### src/rtl/pot_pkg.sv
package pot_pkg;
  typedef struct packed {
    logic busy;
    logic last;
    logic err;
  } ent_flags_t;
endpackage

### src/rtl/pot_ring.sv
module pot_ring #(
  parameter int DEPTH = 8,
  localparam int IDX_W = (DEPTH > 1) ? $clog2(DEPTH) : 1,
  localparam int OCC_W = $clog2(DEPTH + 1)
) (
  input  logic             clk_i,
  input  logic             rst_ni,
  input  logic             push_i,
  input  logic             pop_i,
  output logic [IDX_W-1:0] head_o,
  output logic [IDX_W-1:0] tail_o,
  output logic             full_o,
  output logic [OCC_W-1:0] occ_o
);
  logic [IDX_W-1:0] head_q, tail_q;
  logic [OCC_W-1:0] occ_q;

  function automatic logic [IDX_W-1:0] nxt(input logic [IDX_W-1:0] i);
    return (i == IDX_W'(DEPTH - 1)) ? '0 : i + 1'b1;
  endfunction

  always_ff @(posedge clk_i or negedge rst_ni) begin
    if (!rst_ni) begin
      head_q <= '0;
      tail_q <= '0;
      occ_q  <= '0;
    end else begin
      if (push_i) tail_q <= nxt(tail_q);
      if (pop_i)  head_q <= nxt(head_q);
      if (push_i && !pop_i)      occ_q <= occ_q + 1'b1;
      else if (!push_i && pop_i) occ_q <= occ_q - 1'b1;
    end
  end

  assign head_o = head_q;
  assign tail_o = tail_q;
  assign occ_o  = occ_q;
  assign full_o = (occ_q == OCC_W'(DEPTH));
endmodule

### src/rtl/pot_entry.sv
module pot_entry
  import pot_pkg::*;
#(
  parameter int ID_W  = 3,
  parameter int PTR_W = 32,
  parameter int CNT_W = 6
) (
  input  logic             clk_i,
  input  logic             rst_ni,
  input  logic             trk_en_i,
  input  logic             alloc_i,
  input  logic             free_i,
  input  logic [ID_W-1:0]  alloc_id_i,
  input  logic [PTR_W-1:0] alloc_ptr_i,
  input  logic             issue_valid_i,
  input  logic [ID_W-1:0]  issue_id_i,
  input  logic             resp_valid_i,
  input  logic [ID_W-1:0]  resp_id_i,
  input  logic             resp_err_i,
  input  logic             last_valid_i,
  input  logic [ID_W-1:0]  last_id_i,
  output logic             done_o,
  output logic [PTR_W-1:0] ptr_o,
  output logic             err_o
);
  ent_flags_t       fl_q;
  logic [ID_W-1:0]  id_q;
  logic [PTR_W-1:0] ptr_q;
  logic [CNT_W-1:0] cnt_q;
  logic             hit_iss, hit_rsp, hit_last, live;

  assign live     = trk_en_i && fl_q.busy;
  assign hit_iss  = live && issue_valid_i && (issue_id_i == id_q);
  assign hit_rsp  = live && resp_valid_i  && (resp_id_i  == id_q);
  assign hit_last = live && last_valid_i  && (last_id_i  == id_q);

  always_ff @(posedge clk_i or negedge rst_ni) begin
    if (!rst_ni) begin
      fl_q  <= '0;
      id_q  <= '0;
      ptr_q <= '0;
      cnt_q <= '0;
    end else if (alloc_i) begin
      fl_q  <= '{busy: 1'b1, last: 1'b0, err: 1'b0};
      id_q  <= alloc_id_i;
      ptr_q <= alloc_ptr_i;
      cnt_q <= '0;
    end else if (free_i) begin
      fl_q.busy <= 1'b0;
    end else begin
      // simultaneous issue and response cancel
      if (hit_iss && !hit_rsp && (cnt_q != '1))      cnt_q <= cnt_q + 1'b1;
      else if (hit_rsp && !hit_iss && (cnt_q != '0)) cnt_q <= cnt_q - 1'b1;
      if (hit_rsp && resp_err_i) fl_q.err  <= 1'b1;
      if (hit_last)              fl_q.last <= 1'b1;
    end
  end

  assign done_o = fl_q.busy && fl_q.last && (cnt_q == '0);
  assign ptr_o  = ptr_q;
  assign err_o  = fl_q.err;
endmodule

### src/rtl/pkt_order_tracker.sv
module pkt_order_tracker #(
  parameter int DEPTH = 8,
  parameter int ID_W  = 3,
  parameter int PTR_W = 32,
  parameter int CNT_W = 6,
  localparam int IDX_W = (DEPTH > 1) ? $clog2(DEPTH) : 1,
  localparam int OCC_W = $clog2(DEPTH + 1)
) (
  input  logic             clk_i,
  input  logic             rst_ni,
  input  logic             mode_pbr_i,
  input  logic             fetch_valid_i,
  output logic             fetch_ready_o,
  input  logic [PTR_W-1:0] fetch_ptr_i,
  input  logic [ID_W-1:0]  fetch_id_i,
  input  logic             issue_valid_i,
  input  logic [ID_W-1:0]  issue_id_i,
  input  logic             resp_valid_i,
  input  logic [ID_W-1:0]  resp_id_i,
  input  logic             resp_err_i,
  input  logic             last_valid_i,
  input  logic [ID_W-1:0]  last_id_i,
  output logic             ret_valid_o,
  input  logic             ret_ready_i,
  output logic [PTR_W-1:0] ret_ptr_o,
  output logic             ret_err_o
);
  logic [IDX_W-1:0] head, tail;
  logic [OCC_W-1:0] occ_q;
  logic             full, push, pop;
  logic [DEPTH-1:0] done_v, err_v;
  logic [PTR_W-1:0] ptr_v [DEPTH];

  assign fetch_ready_o = mode_pbr_i && !full;
  assign push          = fetch_valid_i && fetch_ready_o;
  assign pop           = ret_valid_o && ret_ready_i;

  pot_ring #(.DEPTH(DEPTH)) u_ring (
    .clk_i  (clk_i),
    .rst_ni (rst_ni),
    .push_i (push),
    .pop_i  (pop),
    .head_o (head),
    .tail_o (tail),
    .full_o (full),
    .occ_o  (occ_q)
  );

  for (genvar g = 0; g < DEPTH; g++) begin : g_ent
    pot_entry #(.ID_W(ID_W), .PTR_W(PTR_W), .CNT_W(CNT_W)) u_ent (
      .clk_i         (clk_i),
      .rst_ni        (rst_ni),
      .trk_en_i      (mode_pbr_i),
      .alloc_i       (push && (tail == IDX_W'(g))),
      .free_i        (pop && (head == IDX_W'(g))),
      .alloc_id_i    (fetch_id_i),
      .alloc_ptr_i   (fetch_ptr_i),
      .issue_valid_i (issue_valid_i),
      .issue_id_i    (issue_id_i),
      .resp_valid_i  (resp_valid_i),
      .resp_id_i     (resp_id_i),
      .resp_err_i    (resp_err_i),
      .last_valid_i  (last_valid_i),
      .last_id_i     (last_id_i),
      .done_o        (done_v[g]),
      .ptr_o         (ptr_v[g]),
      .err_o         (err_v[g])
    );
  end

  assign ret_valid_o = done_v[head];
  assign ret_ptr_o   = ptr_v[head];
  assign ret_err_o   = err_v[head];
endmodule

### config.mk
export PLATFORM = sky130hd
export DESIGN_NAME = pkt_order_tracker
export DESIGN_NICKNAME = d
export VERILOG_FILES = /design/src/rtl/pot_pkg.sv /design/src/rtl/pot_ring.sv /design/src/rtl/pot_entry.sv /design/src/rtl/pkt_order_tracker.sv
export SDC_FILE = /design/constraint.sdc
export NUM_CORES = 1
export LEC_CHECK = 0
export BUFFER_PORTS_ARGS = -buffer_cell sky130_fd_sc_hd__buf_2
export CAP_MARGIN = 5
export CORE_ASPECT_RATIO = 2
export CORE_MARGIN = 2
export CORE_UTILIZATION = 35
export DETAILED_ROUTE_END_ITERATION = 7
export PLACE_DENSITY = 0.6
export SLEW_MARGIN = 20
export SYNTH_ARGS = -nofsm -noshare
export SYNTH_HDL_FRONTEND = slang
export SYNTH_SLANG_ARGS = --single-unit
### constraint.sdc
create_clock -name clk_i -period 7.3 [get_ports clk_i]
set_clock_uncertainty 0.2 [all_clocks]
set_input_delay 0.73 -clock clk_i [delete_from_list [all_inputs] [get_ports clk_i]]
set_output_delay 0.73 -clock clk_i [all_outputs]
set_load 0.02 [all_outputs]
==> flow_metrics.py <==
metrics = {
    "critical_path": {
        "required_ns": 6.37,
        "max_stage_delay_ns": 0.94,
        "crit_family": "buffers and inverters",
        "path_cells": "buf_4 > mux4_2 > nand2_1 > nand2_1 > buf_2",
        "path_buf_inv": 2,
        "cp_slowest_cell": "dfrtp_4",
        "cp_data_arrival_time_ns": 3.39,
        "cp_common_cell": "nand2_1",
        "crit_start": "u_ring.head_o[0]$_DFFE_PN0P_",
        "regToRegStartpoint": "u_ring.head_o[0]$_DFFE_PN0P_",
        "critPathCaptureType": "output pin",
        "path_max_fanout": 41,
        "critPathLaunchType": "flop",
        "worstSetupPathType": "reg -> out",
    },
    "global_route": {
        "grt_max_degree": 150,
        "grt_use_total_pct": 20.8,
        "grt_antenna_before_repair": 6,
        "grt-ovfl-total": 0,
        "grt_pass1_vias": 16202,
        "grt_pass1_wl_mm": 91.6,
    },
    "route": {
        "totalWireLength_mm": 58.2,
        "num_vias": 15422,
        "drtIter0Drc": 1155,
        "drc": 0,
        "routedWlPerCell_um": 20.4,
        "final_antenna_net_count": 0,
        "vias_per_cell": 5.40,
        "drt_first_pass_iters": 8,
    },
    "run_status": {
        "status": "finished, final reports clean",
    },
    "layout": {
        "syn_to_final_growth_pct": 10.6,
        "layout_common_cells": "nand2_1 (983), dfrtp_1 (359), buf_2 (86), xor2_1 (75), a21oi_1 (68)",
        "layout.nets": 2262,
        "drive_gt1_share_pct": 12.2,
        "nFillCells": 5363,
        "final_common_cell": "nand2_1",
    },
    "synth": {
        "synth-xor-area-share_pct": 4.95,
        "synth_edf_count": 0,
        "ys_seq_area_share_pct": 47.5,
        "synth-compound-area-share_pct": 6.98,
        "synth_cell_type_count": 50,
        "synth.net_count": 2265,
        "yosysWarnings": 0,
        "synthArstFlopShare_pct": 100,
        "syn_area_mm2": 0.0191,
        "synth_adder_area_share_pct": 4.03,
        "muxShareOfSynthArea_pct": 8.23,
        "ys.flop_type": "dfrtp_1",
        "synth-simple-area-share_pct": 24.5,
        "syn-instance-count": 2156,
        "syn-mean-instance-area_um2": 8.85,
        "synth_top_family_by_area": "simple AND/OR/NAND/NOR gates",
        "ys_seq_elements": 362,
    },
    "timing": {
        "finalSetupViolations": 0,
        "period_minus_slack_ns": 4.32,
        "min_period_over_period_pct": 59.2,
        "finalSetupTns_ns": 0,
        "rsz0062_at_grt": "false",
        "hold_viol": 0,
        "slew_violations": 0,
        "whs_ns": 0.102,
        "tightest_slew_ns": 1.18,
        "slew_headroom_pct": 21.3,
        "fmax_mhz": 231,
    },
    "power": {
        "p_leak_nw": 10.5,
        "ir_drop_v": 0.000163,
        "power_density_mw_per_mm2": 453,
    },
    "job": {
        "maxCapViolCount": 0,
    },
    "clocking": {
        "clockRootBuffer": "clkbuf_16",
        "cts_setup_buffers": 0,
        "cts_buffer_depth": 3,
        "numCtsBuffers": 35,
        "htree_levels": 2,
        "holdBufCountCts": 0,
        "clk_latency_ns": 0.54,
        "cts_tree": "yes",
        "clkSinkCount": 362,
        "ctsResizeCount": 0,
        "path_clk_slew_ns": 0.07,
    },
    "floorplanning": {
        "initial_utilization_pct": 35.2,
        "die_w_um": 169,
        "die_area_mm2": 0.0565,
        "io_pins": 88,
        "rows": 121,
        "die_y_um": 334,
        "core_mm2": 0.0542,
    },
    "placement": {
        "gp_congestion": 0.874,
        "dpl.hpwl_mm": 37.6,
        "io_buffers": 87,
    },
    "hold_path": {
        "hold_path_class": "in -> async",
    },
}
[path summary, 6_finish.rpt]
| kind | end | slack (ns) | cells past startpoint |
|---|---|---|---|
| worst max-delay path | ret_ptr_o[4] | 2.98 | 5 |
| worst min-delay path | g_ent[6].u_ent.ptr_o[10]$_DFFE_PN0P_ | 0.10 | 1 |
| worst max register to register | u_ring.occ_o[3]$_DFFE_PN0P_ | 3.43 | 13 |
| worst min register to register | g_ent[6].u_ent.ptr_o[15]$_DFFE_PN0P_ | 0.27 | 2 |
| max in group asynchronous | g_ent[0].u_ent.ptr_o[30]$_DFFE_PN0P_ | 5.37 | 2 |
| min in group clk_i | g_ent[6].u_ent.ptr_o[15]$_DFFE_PN0P_ | 0.27 | 2 |
[where the power goes]
part | total, W | switching (W) | internal [W]
combinational | 0.00407 | 0.00230 | 0.00177
sequential | 0.00375 | 0.000793 | 0.00296
clock | 0.00175 | 0.000803 | 0.000947
[synthesized netlist by cell type (6+ instances only)]
master / instances / area, µm²
o21ai_1: 6 / 30.0
inv_1: 37 / 139
xor2_1: 75 / 657
xnor2_1: 31 / 272
a311oi_2: 7 / 105
a311oi_1: 6 / 52.6
nor3_1: 10 / 50.1
o41ai_1: 7 / 61.3
nand3_1: 65 / 325
a21o_1: 19 / 143
a31oi_1: 20 / 125
nand4_1: 8 / 50.1
clkbuf_1: 93 / 349
o21a_1: 8 / 60.1
ha_1: 47 / 588
nand2_1: 985 / 3700
mux4_2: 66 / 1490
o21ai_0: 43 / 215
dfrtp_1: 362 / 9060
o311ai_0: 6 / 52.6
a31o_2: 6 / 52.6
nor2_1: 25 / 93.8
or4_1: 8 / 60.1
fa_1: 9 / 180
buf_1: 47 / 176
buf_2: 7 / 35.0
nand2b_1: 8 / 50.1
nor4_1: 24 / 150
a21oi_1: 68 / 340
and3_1: 16 / 100
[sequential cells by signal, indices dropped and copies added (netlist names)]
signal,cells
u_ring.tail_o,3
g_ent.u_ent.err_o,8
u_ring.head_o,3
g_ent.u_ent.fl_q,16
u_ring.occ_o,4
g_ent.u_ent.ptr_o,256
g_ent.u_ent.cnt_q,48
g_ent.u_ent.id_q,24
[worst register-to-register path: cells and delay by family, from the launching register on]
| kind | cells | cell delay, ns |
|---|---|---|
| AO/OA/AOI/OAI | 2 | 0.33 |
| buffers and inverters | 1 | 0.12 |
| adder cells (fa/ha/maj) | 2 | 0.50 |
| XOR/XNOR | 2 | 0.27 |
| AND/OR/NAND/NOR | 6 | 1.38 |
| flip-flops | 1 | 0.94 |
[cell type report]
| type | instances | area [µm²] | share of cell area, % |
|---|---|---|---|
| multi-input combinational | 1606 | 9360 | 44.3 |
| clock inverter | 9 | 65.1 | 0.308 |
| clock buffer | 52 | 991 | 4.69 |
| tap | 676 | 846 | 4.01 |
| timing repair buffer | 109 | 623 | 2.95 |
| inverter | 39 | 151 | 0.717 |
| antenna | 3 | 7.51 | 0.0356 |
| sequential | 362 | 9070 | 43.0 |
[stage by stage]
stage	area, µm²	utilization [%]	total power (W)	setup slack, ns	instances
global route	21100	38.9	0.0103	2.76	2853
detailed placement	20000	36.9	0.00787	3.04	2792
CTS	21100	38.9	0.00964	2.87	2853
floorplan	19100	-	0.00656	3.47	2156
global placement	20000	36.9	0.00767	3.06	2792
finish	21100	38.9	0.00957	2.98	2856
[per-layer routing]
layer / wire, µm / share of wire, % / track usage [%] / vias to the layer above
li1: - / - / - / 7065
met1: 21200 / 37 / 23.3 / 7675
met2: 30800 / 53 / 38.4 / 504
met3: 3070 / 5.3 / 2.66 / 170
met4: 3030 / 5.2 / 10.1 / 8
met5: 39 / 0.067 / 0 / -
[cells by family after synthesis]
kind of cell               after synthesis
DFF                                    362
adders and majority gates               56
muxes                                   74
buffers and inverters                  188
xor gates and xnor gates               107
AOI/OAI and AO/OA                      207
and+or+nand+nor                       1162
Note: power is estimated with default switching activity, not from simulation.
